## src/rtl/tick_irq_pkg.sv

```systemverilog
package tick_irq_pkg;

    localparam int REG_W      = 16;
    localparam int DIV_STAGES = 10;
    localparam int FAST_TAPS  = 8;

    // Bits that physically exist in the status and enable words.
    localparam logic [REG_W-1:0] IMPL_MASK = 16'hFF95;

    localparam int BIT_STOPWATCH = 0;
    localparam int BIT_ALARM     = 2;
    localparam int BIT_SECOND    = 4;
    localparam int BIT_HALF      = 7;

    typedef logic [REG_W-1:0] irq_word_t;
    typedef logic [DIV_STAGES:1] tap_vec_t;

    typedef enum logic {
        SEL_STATUS = 1'b0,
        SEL_ENABLE = 1'b1
    } reg_sel_e;

    typedef struct packed {
        logic      wr_status;
        logic      wr_enable;
        irq_word_t data;
    } reg_cmd_t;

    // Status bit that carries divider tap k (rate 1024 / 2^k Hz).
    function automatic int tap_bit(input int k);
        if (k <= FAST_TAPS) return REG_W - k;
        else if (k == DIV_STAGES - 1) return BIT_HALF;
        else return BIT_SECOND;
    endfunction

    function automatic irq_word_t taps_to_word(input tap_vec_t taps);
        irq_word_t w;
        w = '0;
        for (int k = 1; k <= DIV_STAGES; k++) begin
            if (taps[k]) w[tap_bit(k)] = 1'b1;
        end
        return w;
    endfunction

endpackage

```

## src/rtl/tick_divider.sv

```systemverilog
module tick_divider
    import tick_irq_pkg::*;
#(
    parameter int STAGES = DIV_STAGES
) (
    input  logic            clk,
    input  logic            rst,
    input  logic            strobe,
    output logic [STAGES:1] taps
);
    localparam logic [STAGES-1:0] ONE = {{(STAGES-1){1'b0}}, 1'b1};

    logic [STAGES-1:0] cnt;

    always_ff @(posedge clk) begin
        if (rst)         cnt <= '0;
        else if (strobe) cnt <= cnt + ONE;
    end

    // Tap k fires when this strobe carries out of the low k stages.
    generate
        for (genvar k = 1; k <= STAGES; k++) begin : g_tap
            assign taps[k] = strobe & (&cnt[k-1:0]);
            if (k >= 2) begin : g_nest
                assert_nested_R2: assert property (@(posedge clk) disable iff (rst)
                    taps[k] |-> taps[k-1]);
            end
        end
    endgenerate

    assert_hold_R11: assert property (@(posedge clk) disable iff (rst)
        !strobe |=> $stable(cnt));

    assert_quiet_R11: assert property (@(posedge clk) disable iff (rst)
        !strobe |-> (taps == '0));

endmodule

```

## src/rtl/irq_status_reg.sv

```systemverilog
module irq_status_reg
    import tick_irq_pkg::*;
#(
    parameter int             W    = REG_W,
    parameter logic [W-1:0]   MASK = IMPL_MASK
) (
    input  logic         clk,
    input  logic         rst,
    input  logic [W-1:0] evt,
    input  logic         clr_wr,
    input  logic [W-1:0] clr_data,
    output logic [W-1:0] status
);
    logic [W-1:0] clr_vec;
    assign clr_vec = clr_wr ? clr_data : '0;

    generate
        for (genvar i = 0; i < W; i++) begin : g_bit
            if (MASK[i]) begin : g_impl
                logic pend;
                always_ff @(posedge clk) begin
                    if (rst)             pend <= 1'b0;
                    else if (evt[i])     pend <= 1'b1;
                    else if (clr_vec[i]) pend <= 1'b0;
                end
                assign status[i] = pend;
            end else begin : g_none
                assign status[i] = 1'b0;
            end
        end
    endgenerate

    assert_event_wins_R6: assert property (@(posedge clk) disable iff (rst)
        (|(evt & MASK)) |=> ((status & $past(evt & MASK)) == $past(evt & MASK)));

    assert_clear_R5: assert property (@(posedge clk) disable iff (rst)
        clr_wr |=> ((status & $past(clr_data & ~evt)) == '0));

    assert_hold_R5: assert property (@(posedge clk) disable iff (rst)
        (|status) |=> ((($past(status) & ~$past(clr_vec)) & ~status) == '0));

endmodule

```

## src/rtl/irq_enable_reg.sv

```systemverilog
module irq_enable_reg
    import tick_irq_pkg::*;
#(
    parameter int           W    = REG_W,
    parameter logic [W-1:0] MASK = IMPL_MASK
) (
    input  logic         clk,
    input  logic         rst,
    input  logic         wr,
    input  logic [W-1:0] wdata,
    output logic [W-1:0] en
);
    always_ff @(posedge clk) begin
        if (rst)     en <= '0;
        else if (wr) en <= wdata & MASK;
    end

    assert_write_R9: assert property (@(posedge clk) disable iff (rst)
        wr |=> (en == ($past(wdata) & MASK)));

    assert_keep_R9: assert property (@(posedge clk) disable iff (rst)
        !wr |=> $stable(en));

endmodule

```

## src/rtl/tick_irq_ctrl.sv

```systemverilog
module tick_irq_ctrl
    import tick_irq_pkg::*;
(
    input  logic             clk,
    input  logic             rst,
    input  logic             tick_1024,
    input  logic             alarm_evt,
    input  logic             stopwatch_evt,
    input  logic             reg_wr,
    input  logic             reg_sel,
    input  logic [REG_W-1:0] reg_wdata,
    output logic [REG_W-1:0] status_out,
    output logic [REG_W-1:0] enable_out,
    output logic             irq
);
    tap_vec_t  taps;
    irq_word_t events;
    reg_cmd_t  cmd;

    tick_divider #(.STAGES(DIV_STAGES)) u_div (
        .clk    (clk),
        .rst    (rst),
        .strobe (tick_1024),
        .taps   (taps)
    );

    always_comb begin
        events                = taps_to_word(taps);
        events[BIT_ALARM]     = events[BIT_ALARM] | alarm_evt;
        events[BIT_STOPWATCH] = events[BIT_STOPWATCH] | stopwatch_evt;
    end

    always_comb begin
        cmd.wr_status = reg_wr && (reg_sel_e'(reg_sel) == SEL_STATUS);
        cmd.wr_enable = reg_wr && (reg_sel_e'(reg_sel) == SEL_ENABLE);
        cmd.data      = reg_wdata;
    end

    irq_status_reg #(.W(REG_W), .MASK(IMPL_MASK)) u_stat (
        .clk      (clk),
        .rst      (rst),
        .evt      (events),
        .clr_wr   (cmd.wr_status),
        .clr_data (cmd.data),
        .status   (status_out)
    );

    irq_enable_reg #(.W(REG_W), .MASK(IMPL_MASK)) u_en (
        .clk   (clk),
        .rst   (rst),
        .wr    (cmd.wr_enable),
        .wdata (cmd.data),
        .en    (enable_out)
    );

    assign irq = |(status_out & enable_out);

    assert_alarm_R4: assert property (@(posedge clk) disable iff (rst)
        alarm_evt |=> status_out[BIT_ALARM]);

    assert_stopwatch_R4: assert property (@(posedge clk) disable iff (rst)
        stopwatch_evt |=> status_out[BIT_STOPWATCH]);

    assert_masked_R7: assert property (@(posedge clk) disable iff (rst)
        (enable_out == '0) |-> !irq);

endmodule

```

## config.mk

```make
export PLATFORM = sky130hd
export DESIGN_NAME = tick_irq_ctrl
export DESIGN_NICKNAME = d
export VERILOG_FILES = /design/src/rtl/tick_irq_pkg.sv /design/src/rtl/tick_divider.sv /design/src/rtl/irq_status_reg.sv /design/src/rtl/irq_enable_reg.sv /design/src/rtl/tick_irq_ctrl.sv
export SDC_FILE = /design/constraint.sdc
export NUM_CORES = 1
export LEC_CHECK = 0
export ABC_AREA = 1
export BUFFER_PORTS_ARGS = -buffer_cell sky130_fd_sc_hd__buf_2
export CAP_MARGIN = 10
export CORE_MARGIN = 2
export CORE_UTILIZATION = 53
export CTS_CLUSTER_DIAMETER = 40
export DETAILED_ROUTE_END_ITERATION = 8
export PLACE_DENSITY = 0.89
export REMOVE_ABC_BUFFERS = 1
export SYNTH_ARGS = -nofsm -noshare
export SYNTH_HDL_FRONTEND = slang
export SYNTH_SLANG_ARGS = --single-unit
```

## constraint.sdc

```tcl
create_clock -name clk -period 3 [get_ports clk]
set_input_delay 0.15 -clock clk [delete_from_list [all_inputs] [get_ports clk]]
set_output_delay 0.15 -clock clk [all_outputs]
set_load 0.02 [all_outputs]
```

Yosys cells after proc, flatten, opt, wreduce, memory -nomap -nowiden
Index checks and enable logic that the tools add are counted.
W data, S select, Z words.
{ "totals": {"regBits": 34, "output_inout_bits": 33, "in_bits": 23} }
{ "classes": {"bitwise_logic": 23, "muxes": 65, "addsub": 1, "n_reduce_logical": 34, "n_lt_le_gt_ge": 20} }
{ "ops": {"columns": ["operator", "count"], "rows": [
  ["$ge A32 B1 Y1 const B", 10],
  ["$lt A32 B6 Y1 const B", 10],
  ["$mux W32", 10],
  ["$mux W16", 11],
  ["$or A16 B16 Y16", 9],
  ["$demux W1 S4", 10],
  ["$mux W1", 34],
  ["$reduce_bool A2 Y1", 12],
  ["$and A16 B16 Y16", 1],
  ["$reduce_or A16 Y1", 1],
  ["$logic_and A1 B1 Y1", 12],
  ["$add A10 B1 Y10 const B", 1],
  ["$and A1 B1 Y1", 10],
  ["$reduce_and A10 Y1", 1],
  ["$reduce_and A9 Y1", 1],
  ["$reduce_and A8 Y1", 1],
  ["$reduce_and A7 Y1", 1],
  ["$reduce_and A6 Y1", 1],
  ["$reduce_and A5 Y1", 1],
  ["$reduce_and A4 Y1", 1],
  ["$reduce_and A3 Y1", 1],
  ["$or A1 B1 Y1", 2],
  ["$reduce_and A2 Y1", 1],
  ["$not A1 Y1", 1]
]} }

Depth between registers and ports, before layout
Gate-level depths: netlist of the first run.
{ "logic_depth": {"ltp_word": 27, "mapped_depth": 6} }

By module
Synthesis of the first run repeated with hierarchy kept, for this count alone.
{ "unflattened": {"hier_cells": 284, "hier_area_um2": 1919.3} }
{ "modules_own_cells": {"columns": ["module", "cells_each", "n_inst", "seq_area_each_um2", "area_each_um2"], "rows": [
  ["irq_status_reg", 79, 1, 240.2, 665.6],
  ["tick_divider", 84, 1, 200.2, 570.5],
  ["irq_enable_reg", 81, 1, 240.2, 530.5],
  ["tick_irq_ctrl", 40, 1, 0.0, 152.6]
]} }

Least setup slack after synthesis of the first run
OpenSTA, ideal clock, no wires.
{ "synth_path": {"path_type": "flip-flop to flip-flop", "start": "register u_div.cnt[0]", "end": "register u_div.cnt[8]", "required_ns": 2.884, "arrival_ns": 1.204, "path_buffers": 0, "path_slack_ns": 1.681, "period_less_slack_ns": 1.319, "path_stages_with_launch": 7, "cell_sequence": "dfxtp_1 > ha_1 > nand3_2 > nor3_1 > ha_1 > nor2_1 > nor2_1"} }
{ "synth_between": {"elab_chain_len": 1} }
{ "synth_lines": {"columns": ["element", "line_no", "source"], "rows": [
  ["start: declaration", "tick_divider.sv:13", "logic [STAGES-1:0] cnt;"],
  ["start signal: assignment", "tick_divider.sv:17", "else if (strobe) cnt <= cnt + ONE;"],
  ["$add A10 B1 Y10", "tick_divider.sv:17", null]
]} }
No other way between the ends.
A chain may end at the register's enable or synchronous reset.

Worst setup path in the final report of the first run
Same ends and word-level chain as after synthesis.

==> flow_summary.toml, run 1 <==
[pwr]
power_density_nw_per_um2 = 478
p_int_w = 0.000618
clock_power_share_pct = 30.6
power.switching_w = 0.000236
p_seq_share_pct = 56.8
peakVddDrop_mv = 0.226
switching_share_pct = 27.6
combPwrFrac_pct = 12.6
leakage_nw = 0.890

[cells_and_area]
fillers = 269
final_cell_mix = "buf_2 (43), nand2_1 (35), dfxtp_1 (34)"
multi_input_area_um2 = 702
seq_area_um2 = 681
nets = 277
final_cells = 284
final_common_cell = "buf_2"
syn_to_final_growth_pct = 9.52
antenna_cells = 0
layout-drive-gt1-share_pct = 23.1

[timing]
relSlewSlack_pct = 62.3
slew_violations = 0
setup_violations = 0
layout_min_cycle_time_ns = 1.47
fin_ws_ns = 1.53
finClkSkew_ns = 0.00751
tightest_slew_ns = 0.564
fin_tns_setup_ns = 0
hold_viol_final = 0
rsz0062_at_grt = "false"
post-route-period-util_pct = 49.0
max_clock_freq_ghz = 0.681

[floorplan]
ios = 56
die_w_um = 59.5
rows = 20
start_util_pct = 54.7
core_um2 = 2980
die_area_um2 = 3540
dieHeight_um = 59.5

[routing]
vias_per_cell = 4.97
via_count = 1412
wl_met2_um = 1550
wl_per_cell_um = 11.4
drt_wl_total_um = 3250
drc = 0
drt_iter0_markers = 77
route.met3.wl_um = 152
postRouteAntennaNets = 0
dr.pass1.iters = 5
wl_met1_um = 1500
highest_layer = "met4"

[clock_tree]
clockBufferDepth = 2
htree_levels = 2
cts_buffers = 5
hold_buffers = 0
clock_sinks = 34
clock_latency_ns = 0.34
cts-root-buf = "clkbuf_4"
cts_setup_buffers = 0
cts_tree = "built"
post_cts_resized = 0
path_clk_slew_ns = 0.10

[place]
dpl_worst_slack_ns = 1.54
gp_congestion = 0.747
place_hpwl_um = 2340
dp.cells = 276
place.port_buffers = 43

[critical_path]
startpoint_type = "flip-flop"
path_cells = "ha_1, nand3_2, nor3_1, ha_1, nor2_1, nor2_1"
reg2reg_from = "u_div.cnt[0]$_SDFFE_PP0P_"
r2r_cells = 6
worst-path-buf-inv = 0
timing.reg2reg.setup_slack_ns = 1.53
crit_fanout = 5
crit_required_ns = 3.24
worst-setup-path-type = "reg -> reg"
arrival_ns = 1.70
timing.rr.end = "u_div.cnt[8]$_SDFFE_PP0P_"
end_kind = "flip-flop"
cp_slowest_cell = "dfxtp_1"
critPathMaxStageDelay_ns = 0.40
path_delay_family = "adder cells"

[global_route]
grt_pass1_wl_um = 5090
overflow = 0
grt_usage_pct = 19.6
grt_max_degree = 22
grt_pass1_vias = 1210
antenna_found_initial = 0

[min_path]
hp-class = "in -> reg"
min_delay_worst_endpoint = "u_stat.g_bit[0].g_impl.pend$_SDFFE_PP0P_"
hold_path_depth = 3
worstHoldStart = "stopwatch_evt"

[synth]
ys_types = 22
seq_area_frac_synth_pct = 41.7
avgSynthCellArea_um2 = 7.44
synthesis.area_um2 = 1630
ys_warn_count = 0
synth-seq-cells = 34
synth_cells = 219

[status]
status = "finished, final reports clean"

[run]
max-cap-violations = 0
tightest hold or removal path, cell delays in order:
cell     delay (ns)
buf_2          0.09
inv_1          0.04
a21oi_1        0.05
cell type report:
| class | instances | area share, % |
|---|---|---|
| multi-input cells | 143 | 39.3 |
| flip-flops and latches | 34 | 38.1 |
| clock buffers | 7 | 3.08 |
| clock inverters | 1 | 0.280 |
| well taps | 33 | 2.31 |
| inverters | 23 | 4.84 |
| repair buffers | 43 | 12.1 |
kinds of logic after synthesis:
kind of cell	share of synthesized area, %
compound gates	17.0
fa+ha+maj	3.07
buf+inv	16.8
flops	41.7
other cells	0.230
simple gates	21.1
registers in the layout (all words and copies together), names as in the netlist:
signal,flops
u_div.cnt,10
u_stat.g_bit.g_impl.pend,12
u_en.en,12
metrics by stage:
stage               cell area [µm²]  hold WS [ns]  total power (W)  utilization (%)
floorplan                      1470         0.219         0.000559                -
global route                   1790        0.0356         0.000893             60.0
finish                         1790        0.0452         0.000854             60.0
detailed placement             1730         0.403         0.000603             57.9
CTS                            1790        0.0467         0.000859             60.0
global placement               1730         0.397         0.000599             57.9
Yosys cell counts (all sizes together):
library cell	count	area, µm²
o21ai	26	130
nand3	11	70.1
conb	1	3.75
nor2	24	105
a21oi	28	140
inv	23	86.3
nand4	2	12.5
buf	25	184
clkbuf	1	3.75
nor3	1	5.00
nand2	37	144
nand3b	1	7.51
ha	4	50.1
dfxtp	34	681
o21a	1	7.51
power by group through the flow:
stage / Clock [W] / Combinational (W) / Sequential, W
final: 0.000261 / 0.000107 / 0.000485
after global routing: 0.000284 / 0.000120 / 0.000488
after CTS: 0.000266 / 0.000108 / 0.000485
after detailed placement: 0 / 0.000108 / 0.000495
after global placement: 0 / 0.000104 / 0.000495
after floorplan: 0 / 0.0000482 / 0.000510
worst max path at each step:
stage	slack, ns	cells after the start	end	from
floorplan	1.68	6	u_div.cnt[8]$_SDFFE_PP0P_	u_div.cnt[0]$_SDFFE_PP0P_
global placement	1.59	6	u_div.cnt[8]$_SDFFE_PP0P_	u_div.cnt[0]$_SDFFE_PP0P_
detailed placement	1.54	6	u_div.cnt[8]$_SDFFE_PP0P_	u_div.cnt[0]$_SDFFE_PP0P_
CTS	1.52	6	u_div.cnt[8]$_SDFFE_PP0P_	u_div.cnt[0]$_SDFFE_PP0P_
global route	1.37	6	u_div.cnt[8]$_SDFFE_PP0P_	u_div.cnt[0]$_SDFFE_PP0P_
finish	1.53	6	u_div.cnt[8]$_SDFFE_PP0P_	u_div.cnt[0]$_SDFFE_PP0P_
layer usage:
metal,track usage [%],up-vias
li1,-,743
met1,24.0,629
met2,31.7,34
met3,7.21,6
met4,6.82,0
met5,0,-
(Power assumes the default switching activity.)
==> inputs of run 2 (changes only) <==
- CORE_UTILIZATION: 53 -> 49
- PLACE_DENSITY: 0.89 -> 0.83
- clock period: 3 -> 1.5 ns (I/O delays scaled with it)
==> run 2 against run 1 <==
  * Cell count rose by 9.2%
  * Clock power rose by 100%
  * Largest cell class unchanged
  * Via count rose by 4.2%
  * Core utilization rose by 2.9 points
  * Global-route usage fell by 0.52 points
  * Die area rose by 7.6%
  * Combinational power rose by 130%
  * First-iteration DRC count rose by 10%
  * Sequential power rose by 100%
==> flow_summary.toml, run 2 (same netlist as run 1, synthesis figures left out) <==
[min_path]
hp-class = "in -> reg"

[floorplan]
ios = 56
die_area_um2 = 3800
die_w_um = 61.7
rows = 20
start_util_pct = 52.5
core_um2 = 3100
dieHeight_um = 61.7

[routing]
vias_per_cell = 4.75
via_count = 1472
dr.pass1.iters = 4
drt_wl_total_um = 3550
wl_per_cell_um = 11.4
drc = 0
drt_iter0_markers = 85
postRouteAntennaNets = 0

[pwr]
combPwrFrac_pct = 14.2
switching_share_pct = 27.7
p_int_w = 0.00126
p_seq_share_pct = 55.6
peakVddDrop_mv = 0.445
leakage_nw = 0.955
clock_power_share_pct = 30.3
power.switching_w = 0.000484
power_density_nw_per_um2 = 895

[cells_and_area]
syn_to_final_growth_pct = 19.6
layout-drive-gt1-share_pct = 23.3
final_common_cell = "buf_2"
fillers = 280
top_regs = "u_en.en x12, u_stat.g_bit.g_impl.pend x12, u_div.cnt x10"
nets = 292
antenna_cells = 0
final_cell_mix = "buf_2 (43), nand2_1 (35), dfxtp_1 (33)"
final_core_util_pct = 62.9

[critical_path]
arrival_ns = 1.59
startpoint_type = "flip-flop"
crit_required_ns = 1.74
worst-setup-path-type = "reg -> reg"
end_kind = "flip-flop"
crit_fanout = 4

[timing]
relSlewSlack_pct = 62.2
finClkSkew_ns = 0.00617
holdWs_ns = 0.00579
tightest_slew_ns = 0.566
setup_violations = 0
fin_ws_ns = 0.152
fin_tns_setup_ns = 0
post-route-period-util_pct = 89.9
hold_viol_final = 0
max_clock_freq_ghz = 0.742
slew_violations = 0
rsz0062_at_grt = "false"
layout_min_cycle_time_ns = 1.35

[clock_tree]
clock_sinks = 34
htree_levels = 2
cts-root-buf = "clkbuf_4"
cts_setup_buffers = 0
cts_tree = "built"
cts_buffers = 5
path_clk_slew_ns = 0.10
clock_latency_ns = 0.34
clockBufferDepth = 2

[place]
gp_congestion = 0.781
place.port_buffers = 43
place_hpwl_um = 2410
dpl_worst_slack_ns = 0.0738

[run]
max-cap-violations = 0

[global_route]
antenna_found_initial = 0
grt_usage_pct = 19.1
grt_pass1_vias = 1248
grt_pass1_wl_um = 5250
grt_max_degree = 22
overflow = 0

[status]
status = "finished, final reports clean"
-- run 2: cell types whose count changed in the layout (fill, tap and decap cells not counted), sizes merged --
| cell | previous run | this run |
|---|---|---|
| dlygate4sd3 | 0 | 13 |
| buf | 43 | 45 |
-- run 2: power groups by stage --
stage          sequential, W  clock [W]  combinational [W]
2_1_floorplan        0.00102          0          0.0000963
3_3_place_gp        0.000988          0           0.000216
3_5_place_dp        0.000990          0           0.000219
4_1_cts             0.000969   0.000538           0.000245
5_1_grt             0.000976   0.000591           0.000272
6_report            0.000970   0.000529           0.000248
-- run 2: layout make-up --
type | instances | area, µm² | area share (%)
flip-flops and latches | 34 | 682 | 35.0
repair buffers | 58 | 360 | 18.5
clock buffers | 7 | 55.1 | 2.82
inverters | 23 | 86.3 | 4.43
clock inverters | 1 | 5.00 | 0.257
well taps | 44 | 55.1 | 2.82
multi-input cells | 143 | 707 | 36.2
-- run 2: final timing paths --
kind | endpoint | slack (ns) | cells after the start | start
min reg2reg | u_stat.g_bit[14].g_impl.pend$_SDFFE_PP0P_ | 0.49 | 2 | u_stat.g_bit[14].g_impl.pend$_SDFFE_PP0P_
max reg2reg | u_div.cnt[8]$_SDFFE_PP0P_ | 0.15 | 6 | u_div.cnt[1]$_SDFFE_PP0P_
max | u_div.cnt[8]$_SDFFE_PP0P_ | 0.15 | 6 | u_div.cnt[1]$_SDFFE_PP0P_
min | u_en.en[12]$_SDFFE_PP0P_ | 0.006 | 3 | reg_wdata[12]
-- run 2: routing by layer --
layer  vias to the layer above  routed length (µm)  global-route usage (%)
li1                        771                   -                       -
met1                       650                1550                    21.5
met2                        44                1740                    31.7
met3                         7                 200                    7.56
met4                         0                  57                    8.81
met5                         -                   0                       0
-- run 2: what timing repair did --
item	in CTS	in global routing
hold buffers	13	0
endpoints found under the hold margin	13	0
endpoints found under the setup margin	0	2
gates resized for setup	0	2
-- run 2: worst max-delay path, cell delays in order, from the launching register on --
cell,delay [ns]
dfxtp_2,0.37
ha_1,0.21
nand3_2,0.14
nor3_2,0.13
ha_1,0.24
nor2_1,0.10
nor2_1,0.05
-- run 2: stage by stage --
| stage | std cells | power [W] | area, µm² |
|---|---|---|---|
| 2_1_floorplan | 200 | 0.00112 | 1470 |
| 3_3_place_gp | 289 | 0.00120 | 1750 |
| 3_5_place_dp | 289 | 0.00121 | 1750 |
| 4_1_cts | 310 | 0.00175 | 1940 |
| 5_1_grt | 310 | 0.00184 | 1950 |
| 6_report | 310 | 0.00175 | 1950 |
==> inputs of run 3 (changes only) <==
- CORE_UTILIZATION: 49 -> 34
- PLACE_DENSITY: 0.83 -> 0.61
- SYNTH_HIERARCHICAL: default -> 1
==> run 3 against run 2 <==
  * Synthesized cell count up 29%
  * Die area up 64%
  * Via count up 11%
  * Final area up 13%
  * Combinational power up 15%
  * Largest power group unchanged
  * Critical endpoint is now u_stat/g_bit[7].g_impl.pend$_SDFFE_PP0P_
  * Largest cell class unchanged
  * Critical path type unchanged
  * Highest routed layer unchanged
==> flow_summary.toml, run 3 <==
[routing]
drt_wl_total_um = 3840
postRouteAntennaNets = 0
wl_per_cell_um = 9.86
via_count = 1639
dr.pass1.iters = 4
vias_per_cell = 4.21
route.met3.wl_um = 235
wl_met2_um = 1800
drt_iter0_markers = 60
wl_met1_um = 1720
highest_layer = "met4"
drc = 0

[pwr]
leakage_nw = 1.12
clock_power_share_pct = 34.5
p_int_w = 0.00139
combPwrFrac_pct = 14.8
power_density_nw_per_um2 = 869
power.switching_w = 0.000525
p_seq_share_pct = 50.7
switching_share_pct = 27.4
power.total_w = 0.00192
peakVddDrop_mv = 0.306

[critical_path]
startpoint_type = "flip-flop"
end_kind = "flip-flop"
crit_required_ns = 1.72
arrival_ns = 1.64
worst-setup-path-type = "reg -> reg"
crit_fanout = 3
r2r_cells = 8

[min_path]
hp-class = "in -> reg"
hold_path_depth = 3

[run]
max-cap-violations = 0

[clock_tree]
path_clk_slew_ns = 0.07
cts-root-buf = "clkbuf_8"
clockBufferDepth = 2
htree_levels = 2
clock_latency_ns = 0.29
clock_sinks = 34
cts_tree = "built"
cts_buffers = 5

[timing]
rsz0062_at_grt = "true"
finClkSkew_ns = 0.00624
hold_viol_final = 0
fin_tns_setup_ns = 0
layout_min_cycle_time_ns = 1.42
setup_violations = 0
post-route-period-util_pct = 94.3
slew_violations = 0
max_clock_freq_ghz = 0.707

[global_route]
grt_pass1_wl_um = 6200
overflow = 0
grt_usage_pct = 12.7
grt_pass1_vias = 1468
grt_max_degree = 25
antenna_found_initial = 0

[status]
status = "finished, final reports clean"

[floorplan]
start_util_pct = 35.0
rows = 27
die_w_um = 79.1
dieHeight_um = 79.1
core_um2 = 5470
ios = 56
die_area_um2 = 6250

[cells_and_area]
antenna_cells = 0
fin_area_um2 = 2210
final_core_util_pct = 40.3
layout-drive-gt1-share_pct = 32.2
final_cells = 389
top_regs = "u_en/en x12, u_stat/g_bit.g_impl.pend x12, u_div/cnt x10"
nets = 345
final_common_cell = "nand2_1"
syn_to_final_growth_pct = 15.2
final_cell_mix = "nand2_1 (68), nor2_1 (44), buf_2 (43)"

[place]
gp_congestion = 0.755
placed_area_um2 = 2060
place_hpwl_um = 2770
dp.cells = 380
place.port_buffers = 43

[synth]
avgSynthCellArea_um2 = 6.77
ys_warn_count = 6
synthesis.area_um2 = 1920
synth_cells = 283
[run 3: final cells by class]
type,count,area [µm²]
repair buffers,49,260
inverters,48,180
well taps,72,90.1
fillers,611,3270
multi-input cells,180,906
flip-flops and latches,34,688
clock buffers,6,82.6
[run 3: stage by stage]
| step | hold slack, ns | setup WS [ns] |
|---|---|---|
| finish | 0.0239 | 0.0849 |
| global route | 0.0207 | -0.0358 |
| CTS | 0.0239 | 0.0192 |
| detailed placement | 0.328 | 0.0296 |
| global placement | 0.327 | 0.0698 |
| floorplan | 0.137 | 0.132 |
[run 3: power groups by stage]
stage | clock network, W | logic [W] | registers, W
after floorplan | 0 | 0.000138 | 0.00102
after global placement | 0 | 0.000275 | 0.000990
after detailed placement | 0 | 0.000278 | 0.000990
after CTS | 0.000687 | 0.000279 | 0.000970
after global routing | 0.000731 | 0.000319 | 0.000978
final | 0.000663 | 0.000284 | 0.000972
[run 3: worst paths after layout]
path | slack, ns | end | from
hold reg to reg | 0.47 | u_div/cnt[9]$_SDFFE_PP0P_ | u_div/cnt[9]$_SDFFE_PP0P_
setup / recovery | 0.08 | u_stat/g_bit[7].g_impl.pend$_SDFFE_PP0P_ | u_div/cnt[1]$_SDFFE_PP0P_
hold / removal | 0.02 | u_stat/g_bit[0].g_impl.pend$_SDFFE_PP0P_ | stopwatch_evt
setup reg to reg | 0.08 | u_stat/g_bit[7].g_impl.pend$_SDFFE_PP0P_ | u_div/cnt[1]$_SDFFE_PP0P_
[run 3: metal layers]
layer	GRT usage, %	vias to the layer above
li1	-	884
met1	14.3	715
met2	21.4	33
met3	4.66	7
met4	6.03	0
met5	0	-
[run 3: worst max-delay path, cell delays in order, from the launching register on]
cell	delay (ns)
dfxtp_4	0.37
ha_4	0.16
nand3_4	0.10
nor4_4	0.29
ha_1	0.18
nand2_1	0.06
inv_2	0.06
inv_1	0.04
a21oi_2	0.11
[run 3: what timing repair did]
item | in CTS | in global routing
resized for setup | 0 | 10
endpoints found under the hold margin | 0 | 0
hold buffers | 0 | 0
setup endpoints to repair | 0 | 3
setup buffers | 0 | 3
